## src/rtl/mbf_pkg.sv

```systemverilog
package mbf_pkg;
  typedef enum logic {
    OP_LOAD  = 1'b0,
    OP_STORE = 1'b1
  } mbf_op_e;
endpackage

```

## src/rtl/mbf_tzc.sv

```systemverilog
module mbf_tzc #(
  parameter int DATA_W = 8,
  localparam int SH_W  = $clog2(DATA_W)
) (
  input  logic [DATA_W-1:0] mask_i,
  output logic [SH_W-1:0]   tz_o,
  output logic              empty_o
);
  // scan down so the lowest set bit wins
  always_comb begin
    tz_o = '0;
    for (int i = DATA_W - 1; i >= 0; i--) begin
      if (mask_i[i]) tz_o = SH_W'(i);
    end
  end

  assign empty_o = ~|mask_i;

  // shift amount points at a set bit with nothing set below it
  always_comb begin
    if (!empty_o) begin
      a_r7_tz_lowest: assert (mask_i[tz_o] &&
        ((mask_i & ((DATA_W'(1) << tz_o) - DATA_W'(1))) == '0));
    end
  end
endmodule

```

## src/rtl/mbf_extract.sv

```systemverilog
module mbf_extract #(
  parameter int DATA_W = 8,
  localparam int SH_W  = $clog2(DATA_W)
) (
  input  logic [DATA_W-1:0] src_i,
  input  logic [DATA_W-1:0] mask_i,
  input  logic [SH_W-1:0]   tz_i,
  output logic [DATA_W-1:0] field_o
);
  logic [DATA_W-1:0] sel;

  assign sel     = src_i & mask_i;
  assign field_o = sel >> tz_i;
endmodule

```

## src/rtl/mbf_insert.sv

```systemverilog
module mbf_insert #(
  parameter int DATA_W = 8,
  localparam int SH_W  = $clog2(DATA_W)
) (
  input  logic [DATA_W-1:0] dst_i,
  input  logic [DATA_W-1:0] val_i,
  input  logic [DATA_W-1:0] mask_i,
  input  logic [SH_W-1:0]   tz_i,
  output logic [DATA_W-1:0] merged_o
);
  logic [DATA_W-1:0] placed;

  assign placed   = (val_i << tz_i) & mask_i;
  assign merged_o = (dst_i & ~mask_i) | placed;
endmodule

```

## src/rtl/mbf_unit.sv

```systemverilog
module mbf_unit
  import mbf_pkg::*;
#(
  parameter int DATA_W = 8,
  localparam int SH_W  = $clog2(DATA_W)
) (
  input  logic              clk_i,
  input  logic              rst_ni,
  input  logic              start_i,
  input  logic              op_i,
  input  logic [DATA_W-1:0] mask_i,
  input  logic [DATA_W-1:0] mem_i,
  input  logic [DATA_W-1:0] reg_i,
  output logic [DATA_W-1:0] result_o,
  output logic              valid_o
);
  logic [SH_W-1:0]   tz;
  logic              empty;
  logic [DATA_W-1:0] ld_val, st_val, nxt;
  mbf_op_e           op;

  assign op = mbf_op_e'(op_i);

  mbf_tzc #(.DATA_W(DATA_W)) u_tzc (
    .mask_i (mask_i),
    .tz_o   (tz),
    .empty_o(empty)
  );

  mbf_extract #(.DATA_W(DATA_W)) u_ext (
    .src_i  (mem_i),
    .mask_i (mask_i),
    .tz_i   (tz),
    .field_o(ld_val)
  );

  mbf_insert #(.DATA_W(DATA_W)) u_ins (
    .dst_i   (mem_i),
    .val_i   (reg_i),
    .mask_i  (mask_i),
    .tz_i    (tz),
    .merged_o(st_val)
  );

  // empty mask: load yields 0, store passes the destination
  always_comb begin
    if (op == OP_STORE) nxt = empty ? mem_i : st_val;
    else                nxt = empty ? '0    : ld_val;
  end

  always_ff @(posedge clk_i or negedge rst_ni) begin
    if (!rst_ni) begin
      result_o <= '0;
      valid_o  <= 1'b0;
    end else begin
      valid_o <= start_i;
      if (start_i) result_o <= nxt;
    end
  end

  a_r2_valid_after_start: assert property (@(posedge clk_i) disable iff (!rst_ni)
    start_i |=> valid_o);
  a_r2_valid_one_cycle: assert property (@(posedge clk_i) disable iff (!rst_ni)
    !start_i |=> !valid_o);
  a_r8_hold_when_idle: assert property (@(posedge clk_i) disable iff (!rst_ni)
    !start_i |=> $stable(result_o));
  a_r3_load_upper_zero: assert property (@(posedge clk_i) disable iff (!rst_ni)
    (start_i && op_i == 1'b0) |=> (result_o & ~($past(mask_i) >> $past(tz))) == '0);
  a_r4_store_keeps_unmasked: assert property (@(posedge clk_i) disable iff (!rst_ni)
    (start_i && op_i == 1'b1) |=> ((result_o ^ $past(mem_i)) & ~$past(mask_i)) == '0);
  a_r6_empty_load_zero: assert property (@(posedge clk_i) disable iff (!rst_ni)
    (start_i && op_i == 1'b0 && mask_i == '0) |=> result_o == '0);
endmodule

```

## config.mk

```make
export PLATFORM = sky130hd
export DESIGN_NAME = mbf_unit
export DESIGN_NICKNAME = d
export VERILOG_FILES = /design/src/rtl/mbf_pkg.sv /design/src/rtl/mbf_tzc.sv /design/src/rtl/mbf_extract.sv /design/src/rtl/mbf_insert.sv /design/src/rtl/mbf_unit.sv
export SDC_FILE = /design/constraint.sdc
export NUM_CORES = 1
export LEC_CHECK = 0
export ABC_AREA = 1
export ABC_CLOCK_PERIOD_IN_PS = 800
export BUFFER_PORTS_ARGS = -buffer_cell sky130_fd_sc_hd__buf_2
export CAP_MARGIN = 15
export CORE_MARGIN = 2
export CORE_UTILIZATION = 52
export CTS_CLUSTER_DIAMETER = 80
export DETAILED_ROUTE_END_ITERATION = 7
export GPL_ROUTABILITY_DRIVEN = 0
export PLACE_DENSITY = 0.87
export SLEW_MARGIN = 15
export SYNTH_ARGS = -nofsm -noshare
export SYNTH_HDL_FRONTEND = slang
export SYNTH_HIERARCHICAL = 1
export SYNTH_SLANG_ARGS = --single-unit
```

## constraint.sdc

```tcl
create_clock -name clk_i -period 0.8 [get_ports clk_i]
set_clock_uncertainty 0.1 [all_clocks]
set_input_delay 0 -clock clk_i [delete_from_list [all_inputs] [get_ports clk_i]]
set_output_delay 0 -clock clk_i [all_outputs]
set_load 0.1 [all_outputs]
```

==> run metrics, run 1 <==
largest net degree at the start of global routing=11; worst ep type=sequential cell input; number of instances in the placed design=315; Synth Net Count=255; Err=[ERROR DPL-0033] detailed placement checks failed during check placement.; sequential area share after synthesis=0.175; antenna violations before repair=0; clk root buf=clkbuf_4; largest family of logic cells by synthesized area=simple AND/OR/NAND/NOR gates; Cell variety after synth=26; post-DP HPWL=3.08 mm; Die Wd=53.8 um; TritonCTS Buffers=3; endpoint with the least setup slack after the last repair=result_o[1]$_DFFE_PN0P_/D; Die Span Y=53.8 um; port bufs=36; Post-Syn Area=0.00129 mm^2; post-synthesis xor/xnor area fraction=0; status=did not finish; Synth Area in Adders=0; Synthesis Warnings=6; Simple-Gate Fraction of Synth Area=0.541; number of I/O pins=37; Syn Area/Cell=5.67 um^2; Initial Utilization=0.534; #FFs+latches synth=9; CTS Sinks=9; Cells after Synth=227; Stop stage=global routing (5_1_grt); Synth Area in Compound Gates=0.116; clk buf depth=2; multiplexer area fraction after synthesis=0; htree depth=1; # rows=18
==> metrics by stage <==
step / hold WS, ns / setup slack (ns) / cell area (um^2) / util
after floorplan: -0.396 / -0.591 / 1350 / -
after global placement: -0.242 / -1.02 / 1860 / 0.772
after CTS: 0.00849 / -0.626 / 2090 / 0.868
after detailed placement: -0.243 / -1.02 / 1860 / 0.772
==> cells by family after synthesis <==
family | Yosys count
buffers and inverters | 45
DFF | 9
and+or+nand+nor | 146
AOI/OAI and AO/OA | 27
==> cells in the mapped netlist, drive strengths merged <==
cell / instances / area (um^2)
o22ai: 3 / 18.8
nand2: 67 / 254
nor4: 2 / 18.8
or2: 1 / 8.76
nor2: 15 / 72.6
inv: 38 / 160
a31oi: 1 / 6.26
o21a: 1 / 7.51
nand3: 59 / 330
a21boi: 1 / 7.51
o21ai: 2 / 10.0
nand4: 2 / 12.5
dfrtp: 9 / 225
a21oi: 19 / 98.9
buf: 7 / 56.3
==> repair_timing <==
action	in CTS
setup buffers	8
pin swaps	18
setup endpoints to repair	17
gates cloned	2
hold buffers	2
gates resized for setup	30
hold endpoints to repair	10
==> run 2: changes to the inputs <==
- CORE_AREA: unset -> 2 2 63 65
- CORE_MARGIN: 2 -> unset
- CORE_UTILIZATION: 52 -> unset
- CTS_CLUSTER_DIAMETER: 80 -> unset
- DIE_AREA: unset -> 0 0 65 67
- PLACE_DENSITY: 0.87 -> unset
- PLACE_DENSITY_LB_ADDON: unset -> 0.15
==> run 2 against run 1 <==
- the flow now finishes, with violations (hold timing, setup timing)
- synthesized area is the same
- synthesized cell count is the same
==> run metrics, run 2 <==
status=complete, but fails checks; failing checks=hold timing, setup timing; Post-synth ARST share=1.00; Synth top area share=0.202; post-synthesis xor/xnor area fraction=0; TritonRoute pass-1 iters=4; slew margin rel.=0.758; max cap viols=0; crit start category=input port; CP arrival=1.50 ns; share of power burned in registers=0.210; Synth Area in Compound Gates=0.116; VDD IR max=1.02 mV; RSZ-0062 raised after global routing=yes; number of I/O pins=37; Synthesis Warnings=6; max reg flops=8; number of fill cells=366; CTS tree=done; hold_ws=-0.0514 ns; final hold viol count=1; R2R Setup Slk=-0.01 ns; DRT iter0 DRCs=87; #FFs+latches synth=9; Sw Pwr=1250 uW; drt drc=0; clk slew on worst S/H paths=0.05 ns; top-count cell post-synth=nand2_1; largest net degree at the start of global routing=11; Pleak=0.00113 uW; Syn Area/Cell=5.67 um^2; Die ar.=0.00436 mm^2; antenna viol nets, final=0; PwrDens=1270 mW/mm^2; Die Span Y=67 um; number of instances in the placed design=337; Cells after Synth=227; clk buf depth=2; commonest non-fill, non-tap cells in the layout=49 x nand2_1, 43 x nand3_1, 30 x buf_4; WL final=4.42 mm; multiplexer area fraction after synthesis=0; CTS Sinks=9; clock network power share=0.203; antenna violations before repair=0; CP max FO=8; Synth Area in Adders=0; Final min period=1.47 ns; final setup fails=17; Slew Limit Fails=0; # rows=22; f_max=0.679 GHz; Post-Syn Area=0.00129 mm^2; Comb power frac=0.587; Worst-Margin Slew=0.363 ns; Die Wd=65 um; ys flop type=dfrtp_1; hold path endpoint=valid_o$_DFF_PN0_; clk root buf=clkbuf_8; Largest regs=result_o: 8 flops, valid_o: 1 flops; Post-synth top cells=66 x nand2_1, 52 x nand3_1, 29 x inv_1, 18 x a21oi_1, 14 x nor2_1; largest cells by area after synthesis=nand3_1 20%, nand2_1 19%, dfrtp_1 17%, inv_1 8.5%, a21oi_1 7.0%; ratio of cells with drive above 1 in the final layout=0.483; PnR worst setup slack=-0.672 ns; Reg2Reg Launch Point=result_o[6]$_DFFE_PN0P_; area occupied by multi-input gates=0.00104 mm^2; Vias/cell=4.95; post-DP HPWL=3.29 mm; antenna diode count=0; largest family of logic cells by synthesized area=simple AND/OR/NAND/NOR gates; Register Area=233 um^2; TritonCTS Buffers=3; htree depth=1; Final nets=325; clk_lat worst skew=0.24 ns; Post-synth EDFFs=0; internal power=1490 uW; Initial Utilization=0.357; sequential area share after synthesis=0.175; total grt overflow=0; Synth Net Count=255; Simple-Gate Fraction of Synth Area=0.541; setup TNS=-6.11 ns; largest reg by FF count=result_o; final worst-path cycle share=1.84; core region area=0.00361 mm^2; cell taking the most area after synthesis=nand3_1; vias=1703; Hold Path Cell Cnt=2; Layout Cells excl Fill=344; first-pass GRT wire length=7.38 mm; Layout area overhead=67.3%; hold buffer count at cts=1; Worst Setup End Kind=flip-flop; port bufs=36; vias in the first global route=1671; post-DR wirelength/cell=12.9 um; Reg2Reg Depth=2; Cell variety after synth=26; total global-route track usage=0.219; Util after Layout=0.598; Net Sw Frac=0.456; critical path type=in2reg; most common cell after layout, fill and taps aside=nand2_1; Hold Crit Start=start_i; total power=2740 uW; Tightest Hold Check Type=in2reg; Critical Path RT=0.83 ns; FF-to-FF End=result_o[6]$_DFFE_PN0P_
[run 2: cell counts after synthesis]
No cell type changed its count.
[run 2: critical path, stage by stage]
cell and delay (ns):
buf_6 0.11, inv_8 0.04, nand2_2 0.04, nand2_1 0.05, nand2_1 0.04, nand2_1 0.05
nand2_1 0.06, a21oi_2 0.18, buf_6 0.21, inv_8 0.06, nand2_4 0.08, nand2_2 0.06
nand2_2 0.08, nand2_1 0.06, nand3_1 0.08, nand2_1 0.05, inv_1 0.05, nand2_1 0.06
nand3_2 0.08, a21oi_2 0.06
[run 2: area by class of cell]
cell class | count | area share
clock buffer | 4 | 0.0209
inverter | 38 | 0.0778
multi-input combinational | 173 | 0.481
sequential | 9 | 0.108
tap | 48 | 0.0279
timing repair buffer | 71 | 0.281
timing repair inverter | 1 | 0.00290
[run 2: what timing repair did]
item / CTS / global route
hold endpoints to repair: 10 / 1
endpoints found under the setup margin: 17 / 17
gates cloned: 1 / 0
pin swaps: 17 / 19
gates resized for setup: 26 / 22
buffers inserted: 1 / 0
[run 2: through the flow]
stage / setup slack (ns) / area [um^2]
final: -0.672 / 2150
after global routing: -0.839 / 2150
after CTS: -0.603 / 2070
after detailed placement: -0.938 / 1910
after global placement: -0.938 / 1910
after floorplan: -0.591 / 1350
[run 2: worst max path at each step]
stage                         start  slack (ns)                      end
after global routing      mask_i[6]       -0.84  result_o[6]$_DFFE_PN0P_
after global placement    mask_i[6]       -0.94  result_o[5]$_DFFE_PN0P_
after floorplan           mask_i[6]       -0.59  result_o[5]$_DFFE_PN0P_
final                     mask_i[6]       -0.67  result_o[5]$_DFFE_PN0P_
after CTS                 mask_i[6]       -0.60  result_o[7]$_DFFE_PN0P_
after detailed placement  mask_i[6]       -0.94  result_o[5]$_DFFE_PN0P_
[run 2: power by group through the flow]
stage	Combinational [uW]	Sequential [uW]	Clock (uW)
after floorplan	489	950	0
after global placement	1450	586	0
after detailed placement	1450	582	0
after CTS	1540	578	565
after global routing	1730	585	583
final	1610	577	557
[run 2: kinds of logic after synthesis]
family                 after synthesis
AOI/OAI and AO/OA                   27
and+or+nand+nor                    146
buffers and inverters               45
DFF                                  9
[run 2: layer usage]
layer / track usage / wire length, um
met2: 0.385 / 2150
met5: 0 / 0
met4: 0.0878 / 94
met3: 0.0152 / 145
met1: 0.276 / 2040
No activity file was read; power rests on OpenSTA's default activity.
==> run 3: changes to the inputs <==
- RECOVER_POWER: unset -> 25
==> run 3 against run 2 <==
- the flow finishes with violations (setup timing)
- clock-buffer cell count unchanged
- largest power group unchanged
- combinational power about the same
- largest cell class unchanged
- maximum frequency up 0.15%
- hold slack better by 0.085 ns
- core utilization down 0.10 points
- sequential power about the same
- die area unchanged
- via count down 0.12%
- critical path depth unchanged
==> run metrics, run 3 (synthesis results as in run 2) <==
crit start category=input port; Vias/cell=4.94; CP arrival=1.50 ns; final worst-path cycle share=1.84; clock network power share=0.204; Die Span Y=67 um; commonest non-fill, non-tap cells in the layout=49 x nand2_1, 43 x nand3_1, 29 x buf_4; Slew Limit Fails=0; Hold Path Cell Cnt=5; Die Wd=65 um; htree depth=1; final hold viol count=0; total grt overflow=0; clk root buf=clkbuf_8; vias=1701; Net Sw Frac=0.457; drt drc=0; Finished Cell Area=0.00215 mm^2; hold buffer count at cts=1; DRT iter0 DRCs=87; # rows=22; WL final=4.43 mm; slew margin rel.=0.750; Comb power frac=0.586; max reg flops=8; total power=2740 uW; Final min period=1.47 ns; share of power burned in registers=0.210; TritonRoute pass-1 iters=4; core region area=0.00361 mm^2; Critical Path RT=0.83 ns; most common cell after layout, fill and taps aside=nand2_1; R2R Setup Slk=-0.02 ns; antenna viol nets, final=0; TritonCTS Buffers=3; clk buf depth=2; post-DP HPWL=3.29 mm; CTS tree=done; Tightest Hold Check Type=in2reg; CTS Sinks=9; RSZ-0062 raised after global routing=yes; largest reg by FF count=result_o; first-pass GRT wire length=7.38 mm; PnR worst setup slack=-0.670 ns; post-DR wirelength/cell=12.9 um; number of I/O pins=37; VDD IR max=1.02 mV; Pleak=0.00112 uW; status=complete, but fails checks; Die ar.=0.00436 mm^2; Initial Utilization=0.357; internal power=1490 uW; placed inst area=0.00191 mm^2; final setup fails=17; Largest regs=result_o: 8 flops, valid_o: 1 flops; Layout area overhead=67.1%; Final nets=325; clk_lat worst skew=0.24 ns; FF-to-FF End=result_o[6]$_DFFE_PN0P_; f_max=0.680 GHz; number of fill cells=368; max cap viols=0; CP max FO=8; antenna violations before repair=0; Hold Crit Start=mem_i[0]; antenna diode count=0; clk slew on worst S/H paths=0.05 ns; Reg2Reg Depth=2; Worst Setup End Kind=flip-flop; Util after Layout=0.596; failing checks=setup timing; largest net degree at the start of global routing=11; vias in the first global route=1671; critical path type=in2reg; Sw Pwr=1250 uW; hold path endpoint=result_o[0]$_DFFE_PN0P_; port bufs=36; ratio of cells with drive above 1 in the final layout=0.480; PwrDens=1280 mW/mm^2; Reg2Reg Launch Point=result_o[6]$_DFFE_PN0P_; total global-route track usage=0.219; Worst-Margin Slew=0.375 ns
## run 3: power groups by stage
stage | clock (uW) | sequential (uW) | combinational [uW]
CTS | 565 | 578 | 1540
detailed placement | 0 | 582 | 1450
finish | 560 | 577 | 1610
global placement | 0 | 586 | 1450
floorplan | 0 | 950 | 489
global route | 583 | 585 | 1730
## run 3: cell type report
cell class                      count  area, um^2  share of cell area
Multi-Input combinational cell    173        1040               0.482
Timing Repair Buffer               71         602               0.280
Sequential cell                     9         233               0.108
Inverter                           38         168              0.0780
Tap cell                           48        60.1              0.0279
Clock buffer                        4        45.0              0.0209
Timing Repair inverter              1        6.26             0.00291
## run 3: metal layers
layer,vias to the layer above,wire (um),part of all wire,GRT usage
met5,-,0,0,0
met4,0,94,0.021,0.0878
met3,9,152,0.034,0.0152
met2,37,2140,0.48,0.385
met1,774,2040,0.46,0.276
li1,881,-,-,-
## run 3: per-stage QoR
| stage | setup slack [ns] | std cells | setup TNS, ns | hold WS, ns |
|---|---|---|---|---|
| floorplan | -0.591 | 227 | -5.20 | -0.396 |
| global placement | -0.938 | 337 | -7.27 | -0.236 |
| detailed placement | -0.938 | 337 | -7.28 | -0.239 |
| CTS | -0.603 | 344 | -5.75 | -0.0494 |
| global route | -0.839 | 344 | -7.45 | 0.0630 |
| finish | -0.670 | 344 | -6.11 | 0.0339 |
## run 3: how the worst max path moves through the flow
stage / from / endpoint / slack [ns] / cells past startpoint
global placement: mask_i[6] / result_o[5]$_DFFE_PN0P_ / -0.94 / 20
global route: mask_i[6] / result_o[6]$_DFFE_PN0P_ / -0.84 / 19
floorplan: mask_i[6] / result_o[5]$_DFFE_PN0P_ / -0.59 / 18
finish: mask_i[6] / result_o[5]$_DFFE_PN0P_ / -0.67 / 20
CTS: mask_i[6] / result_o[7]$_DFFE_PN0P_ / -0.60 / 19
detailed placement: mask_i[6] / result_o[5]$_DFFE_PN0P_ / -0.94 / 20
## run 3: critical path: stages
cell,delay [ns]
buf_6,0.11
inv_8,0.04
nand2_2,0.04
nand2_1,0.05
nand2_1,0.04
nand2_1,0.05
nand2_1,0.06
a21oi_2,0.18
buf_6,0.21
inv_8,0.06
nand2_4,0.08
nand2_2,0.06
nand2_2,0.08
nand2_1,0.06
nand3_1,0.08
nand2_1,0.05
inv_1,0.05
nand2_1,0.06
nand3_2,0.08
a21oi_2,0.06
## run 3: timing repair
action                     in CTS  in global routing
hold endpoints to repair       10                  1
pin swaps                      17                 19
setup endpoints to repair      17                 17
gates cloned                    1                  0
setup buffers                   1                  0
gates resized for setup        26                 22
